<file path="src/rtl/dcc_pkg.sv">
package dcc_pkg;

  localparam int DEF_DATA_W = 16;
  localparam int DEF_MODE_W = 2;

  // Counter width able to hold the largest ratio minus one.
  function automatic int cnt_width(int mode_w);
    int max_last;
    max_last = (1 << ((1 << mode_w) - 1)) - 1;
    return (max_last < 2) ? 1 : $clog2(max_last + 1);
  endfunction

endpackage

</file>
<file path="src/rtl/dcc_ratio_ctr.sv">
module dcc_ratio_ctr #(
  parameter int MODE_W = 2,
  parameter int CNT_W  = 3
) (
  input  logic              clk_i,
  input  logic              rst_ni,
  input  logic [MODE_W-1:0] mode_i,
  input  logic              pol_i,
  output logic [CNT_W-1:0]  cnt_o,
  output logic [CNT_W-1:0]  cnt_nxt_o,
  output logic [CNT_W-1:0]  last_o,
  output logic              armed_o,
  output logic              restart_o
);

  logic [MODE_W:0]    cfg_q;
  logic [CNT_W-1:0]   cnt_q;
  logic               armed_q;
  logic               wrap;

  always_comb begin
    last_o    = CNT_W'((32'd1 << mode_i) - 32'd1);
    restart_o = ({mode_i, pol_i} != cfg_q);
    wrap      = (cnt_q == last_o);
    if (restart_o || wrap) cnt_nxt_o = '0;
    else                   cnt_nxt_o = cnt_q + CNT_W'(1);
  end

  always_ff @(posedge clk_i or negedge rst_ni) begin
    if (!rst_ni) begin
      cfg_q   <= '0;
      cnt_q   <= '0;
      armed_q <= 1'b0;
    end else begin
      cfg_q <= {mode_i, pol_i};
      cnt_q <= cnt_nxt_o;
      // arm only after one full period under the current settings
      if (restart_o)  armed_q <= 1'b0;
      else if (wrap)  armed_q <= 1'b1;
    end
  end

  assign cnt_o   = cnt_q;
  assign armed_o = armed_q;

endmodule

</file>
<file path="src/rtl/dcc_phase_sel.sv">
module dcc_phase_sel #(
  parameter int MODE_W = 2,
  parameter int CNT_W  = 3
) (
  input  logic [MODE_W-1:0] mode_i,
  input  logic              pol_i,
  input  logic [CNT_W-1:0]  cnt_i,
  input  logic [CNT_W-1:0]  cnt_nxt_i,
  input  logic [CNT_W-1:0]  last_i,
  input  logic              armed_i,
  input  logic              restart_i,
  output logic              dclk_nxt_o,
  output logic              cap_o
);

  logic [CNT_W-1:0] half;
  logic [CNT_W-1:0] sel_pt;
  logic             bypass;

  always_comb begin
    bypass     = (mode_i == '0);
    half       = CNT_W'((32'd1 << mode_i) >> 1);
    dclk_nxt_o = bypass || (cnt_nxt_i < half);
    // pol 0: edge before fall (end of high half); pol 1: edge before rise
    sel_pt     = pol_i ? last_i : (half - CNT_W'(1));
    cap_o      = bypass || (!restart_i && armed_i && (cnt_i == sel_pt));
  end

endmodule

</file>
<file path="src/rtl/dcc_capture_reg.sv">
module dcc_capture_reg #(
  parameter int DATA_W = 16
) (
  input  logic              clk_i,
  input  logic              rst_ni,
  input  logic              cap_i,
  input  logic              dclk_nxt_i,
  input  logic [DATA_W-1:0] data_i,
  output logic              dclk_o,
  output logic [DATA_W-1:0] data_o,
  output logic              valid_o
);

  always_ff @(posedge clk_i or negedge rst_ni) begin
    if (!rst_ni) begin
      dclk_o  <= 1'b0;
      data_o  <= '0;
      valid_o <= 1'b0;
    end else begin
      dclk_o  <= dclk_nxt_i;
      valid_o <= cap_i;
      if (cap_i) data_o <= data_i;
    end
  end

endmodule

</file>
<file path="src/rtl/dclk_capture.sv">
module dclk_capture
  import dcc_pkg::*;
#(
  parameter int DATA_W = DEF_DATA_W,
  parameter int MODE_W = DEF_MODE_W
) (
  input  logic              clk_i,
  input  logic              rst_ni,
  input  logic [MODE_W-1:0] mode_i,
  input  logic              pol_i,
  input  logic [DATA_W-1:0] data_i,
  output logic              dclk_o,
  output logic [DATA_W-1:0] data_o,
  output logic              valid_o
);

  localparam int CNT_W = cnt_width(MODE_W);

  logic [CNT_W-1:0] cnt;
  logic [CNT_W-1:0] cnt_nxt;
  logic [CNT_W-1:0] last;
  logic             armed;
  logic             restart;
  logic             dclk_nxt;
  logic             cap;

  dcc_ratio_ctr #(.MODE_W(MODE_W), .CNT_W(CNT_W)) u_ctr (
    .clk_i     (clk_i),
    .rst_ni    (rst_ni),
    .mode_i    (mode_i),
    .pol_i     (pol_i),
    .cnt_o     (cnt),
    .cnt_nxt_o (cnt_nxt),
    .last_o    (last),
    .armed_o   (armed),
    .restart_o (restart)
  );

  dcc_phase_sel #(.MODE_W(MODE_W), .CNT_W(CNT_W)) u_sel (
    .mode_i     (mode_i),
    .pol_i      (pol_i),
    .cnt_i      (cnt),
    .cnt_nxt_i  (cnt_nxt),
    .last_i     (last),
    .armed_i    (armed),
    .restart_i  (restart),
    .dclk_nxt_o (dclk_nxt),
    .cap_o      (cap)
  );

  dcc_capture_reg #(.DATA_W(DATA_W)) u_cap (
    .clk_i      (clk_i),
    .rst_ni     (rst_ni),
    .cap_i      (cap),
    .dclk_nxt_i (dclk_nxt),
    .data_i     (data_i),
    .dclk_o     (dclk_o),
    .data_o     (data_o),
    .valid_o    (valid_o)
  );

endmodule

</file>
<file path="config.mk">
export PLATFORM = sky130hd
export DESIGN_NAME = dclk_capture
export DESIGN_NICKNAME = d
export VERILOG_FILES = /design/src/rtl/dcc_pkg.sv /design/src/rtl/dcc_ratio_ctr.sv /design/src/rtl/dcc_phase_sel.sv /design/src/rtl/dcc_capture_reg.sv /design/src/rtl/dclk_capture.sv
export SDC_FILE = /design/constraint.sdc
export NUM_CORES = 1
export LEC_CHECK = 0
export CAP_MARGIN = 40
export CORE_MARGIN = 2
export CORE_UTILIZATION = 49
export DETAILED_ROUTE_END_ITERATION = 6
export PLACE_DENSITY_LB_ADDON = 0.15
export SYNTH_ARGS = -nofsm -noshare
export SYNTH_HDL_FRONTEND = slang
export SYNTH_HIERARCHICAL = 1
export SYNTH_SLANG_ARGS = --single-unit
export TNS_END_PERCENT = 20
</file>
<file path="constraint.sdc">
create_clock -name clk_i -period 2.8 [get_ports clk_i]
set_input_delay 0.7 -clock clk_i [delete_from_list [all_inputs] [get_ports clk_i]]
set_output_delay 0.7 -clock clk_i [all_outputs]
set_load 0.01 [all_outputs]
</file>
==> results <==
cell type report:
cell class | instances | area (sq um)
inverter | 7 | 26.3
multi-input combinational | 54 | 531
fill | 196 | 707
tap | 30 | 37.5
clock inverter | 1 | 7.51
sequential | 25 | 626
timing repair buffer | 49 | 475
clock buffer | 3 | 22.5
stage by stage:
step | instance area [sq um] | hold WS [ps] | setup WS (ps) | total power [mW] | instances
2_1_floorplan | 1230 | 404 | 432 | 0.535 | 90
5_1_grt | 1730 | 540 | 87.2 | 0.875 | 169
3_3_place_gp | 1700 | 488 | -71.2 | 0.660 | 165
4_1_cts | 1730 | 528 | 230 | 0.839 | 169
6_report | 1730 | 525 | 226 | 0.828 | 169
3_5_place_dp | 1700 | 496 | -131 | 0.668 | 165
worst reg2reg max path, cell delays in order (launching register included):
cell and delay, ps:
sky130_fd_sc_hd__dfrtp_1 460, sky130_fd_sc_hd__or3_4 410, sky130_fd_sc_hd__nor3_1 280, sky130_fd_sc_hd__nor4_1 100, sky130_fd_sc_hd__buf_4 150, sky130_fd_sc_hd__ha_1 270
sky130_fd_sc_hd__a21o_1 100, sky130_fd_sc_hd__a21oi_1 50, sky130_fd_sc_hd__or2_2 260
layer usage:
metal  global-route usage [%]  vias to the layer above
met5                        0                        -
met4                     10.0                        0
met3                     4.72                        5
met2                     26.7                       26
met1                     24.7                      395
li1                         -                      403
cell families after synthesis:
kind of cell	after synthesis	share of synthesized area, %
DFF	25	50.7
xor gates and xnor gates	8	5.67
adders and majority gates	7	7.09
buffers and inverters	11	6.38
muxes	17	18.4
AOI/OAI and AO/OA	7	4.56
and+or+nand+nor	15	7.19
worst max path at each step:
| stage | startpoint | to | slack (ps) | depth (start not counted) |
|---|---|---|---|---|
| CTS | mode_i[0] | u_cap/data_o[3] | 230 | 8 |
| global route | mode_i[0] | u_cap/data_o[3] | 90 | 8 |
| global placement | mode_i[0] | u_cap/data_o[13] | -70 | 8 |
| detailed placement | mode_i[0] | u_cap/data_o[3] | -130 | 8 |
| floorplan | mode_i[1] | u_cap/data_o[10] | 430 | 8 |
| finish | mode_i[0] | u_cap/data_o[3] | 230 | 8 |
power groups by stage:
stage	sequential [mW]	clock, mW	combinational (mW)
floorplan	0.447	0	0.0879
finish	0.423	0.170	0.235
detailed placement	0.431	0	0.236
CTS	0.424	0.177	0.238
global route	0.429	0.192	0.254
global placement	0.428	0	0.232
cell usage in the layout (no fill, tap or decap), types with 3 or more instances in the layout:
cell	n
sky130_fd_sc_hd__mux2_2	6
sky130_fd_sc_hd__mux2_4	10
sky130_fd_sc_hd__clkbuf_4	3
sky130_fd_sc_hd__dfrtp_1	25
sky130_fd_sc_hd__buf_4	10
sky130_fd_sc_hd__ha_1	7
sky130_fd_sc_hd__nand2_1	3
sky130_fd_sc_hd__inv_1	7
sky130_fd_sc_hd__clkdlybuf4s50_1	38
sky130_fd_sc_hd__xnor2_1	7
flip-flops by register name, indices dropped and copies added (netlist names):
name / cells
u_cap/data_o: 16
u_cap/valid_o: 1
u_cap/dclk_o: 1
u_ctr/cnt_o: 3
u_ctr/armed_o: 1
u_ctr/cfg_q: 3
==> results.ini <==
[logic_synthesis]
ys_top_cells_by_area=sky130_fd_sc_hd__dfrtp_1 (51%), sky130_fd_sc_hd__mux2_4 (12%), sky130_fd_sc_hd__ha_1 (7.1%)
synth_commonest_cells=sky130_fd_sc_hd__dfrtp_1 (25), sky130_fd_sc_hd__mux2_4 (10), sky130_fd_sc_hd__ha_1 (7), sky130_fd_sc_hd__inv_1 (7), sky130_fd_sc_hd__xnor2_1 (7)
synth_area_leader_cell=sky130_fd_sc_hd__dfrtp_1
yosys_warnings=6
synth_top_area_share_pct=50.7
synth.lib_cells_used.distinct=27
netlist_instances=90
synth_nets=118
synthArstFlopShare_pct=100
synth_most_common_cell=sky130_fd_sc_hd__dfrtp_1
synth_area_sq_mm=0.00123
yosysSeqAreaShare_pct=50.7
yosys_register_bits=25
synth_flop_cell=sky130_fd_sc_hd__dfrtp_1
synth-edff-count=0
syn_avg_cell_area_sq_um=13.7

[route]
detail_route.vias_per_cell=4.91
routed-via-count=829
met2_wirelength_um=1100
highest-signal-layer=met4
drtIter0Drc=3
met3WireLength_um=166
dr_drc_count=0
detailedRoute.firstPassIterationCount=2
routed_wire_length_per_instance_um=13.9
totalWireLength_um=2350
met1Wirelength_um=1040
route.antenna.remaining_nets=0

[timing]
clock_skews_ps=11.2
finalSetupViolCount=0
grt_setup_unrepaired=no
post_layout_min_period_ps=2570
timing_worst_slew_pin_value_ps=326
period_share_pct=91.9
timing.final.hold_violations=0
fin_setup_tns_ps=0
max_clock_freq_mhz=389
maxSlewViolCount=0
maxSlewHeadroom_pct=78.1

[floorplan]
row_count=18
total_die_area_sq_mm=0.00294
dieWidth_um=54.2
design.core.area_sq_mm=0.00243
start_util_pct=50.8
design.portCount=39
die_h_um=54.2

[power_and_ir_drop]
clockPowerShare_pct=20.5
worst_vdd_ir_uv=446
p_sw_mw=0.218
standby_leakage_power_nw=0.782
share_comb_of_total_power_pct=28.4
pwr-share-seq_pct=51.1
p_int_mw=0.610
power.density_mw_per_mm2=480
p_sw_share_pct=26.3

[global_routing]
maximum_number_of_pins_on_one_net_before_global_route_repair=26
grt_pass1_vias=793
globalRouteOverflowTotal=0
number_of_antenna_violations_at_the_first_check_in_global_routing=0
grtUsageTotal_pct=18.3
wire_length_of_the_first_global_routing_pass_um=3710

[setup_path]
critical_path.top_delay_family=buffers and inverters
regToRegEndpoint=u_cap/dclk_o
crit_fanout=17
setup.worst_path.start_class=input port
crit_type=in2reg
reg2reg_slack_ps=630
worst_ep_required_time_ps=3040
critPathMaxStageDelay_ps=570
r2r-start=u_ctr/cnt_o[1]
cp_cell_sequence=clkdlybuf4s50_1 > inv_1 > ha_1 > o21ai_0 > xnor2_1 > a31o_1 > buf_12 > mux2_2
reg2reg_depth=8
worst-endpoint-arrival_ps=2810
path_buf_inv=3
timing.critical_path.to_type=flop
critical-path-slowest-cell=sky130_fd_sc_hd__clkdlybuf4s50_1

[placement]
dp_hpwl_um=1790
gp_congestion=0.838
port_buffers=38

[worst_hold_path]
timing.hold.worst_endpoint=u_cap/data_o[13]
hold_class=reg2reg
min_path_cells=1
holdCritStartpoint=u_cap/data_o[13]

[clock_tree]
cts.repair_timing.setup_buffer_count=0
cts_root_buffer=sky130_fd_sc_hd__clkbuf_4
cts_buffer_depth=2
cts.hold.buffers_added=0
htree_num_levels=1
cts_resized=0
path_clk_slew_ps=150
worst_skew_pair.late_latency_ps=330
inserted_clock_buffers=3
clkSinkCount=25
tritoncts=yes

[finish]
syn2layout_area_growth_pct=39.7
finalCoreUtilization_pct=70.9
final_nets=168
final_layout_size_suffix_gt1_share_pct=25.9
antenna_cells=0

[run_status]
outcome=completed

[job]
maxCapViolations=0

No activity file was read; power rests on OpenSTA's default activity.
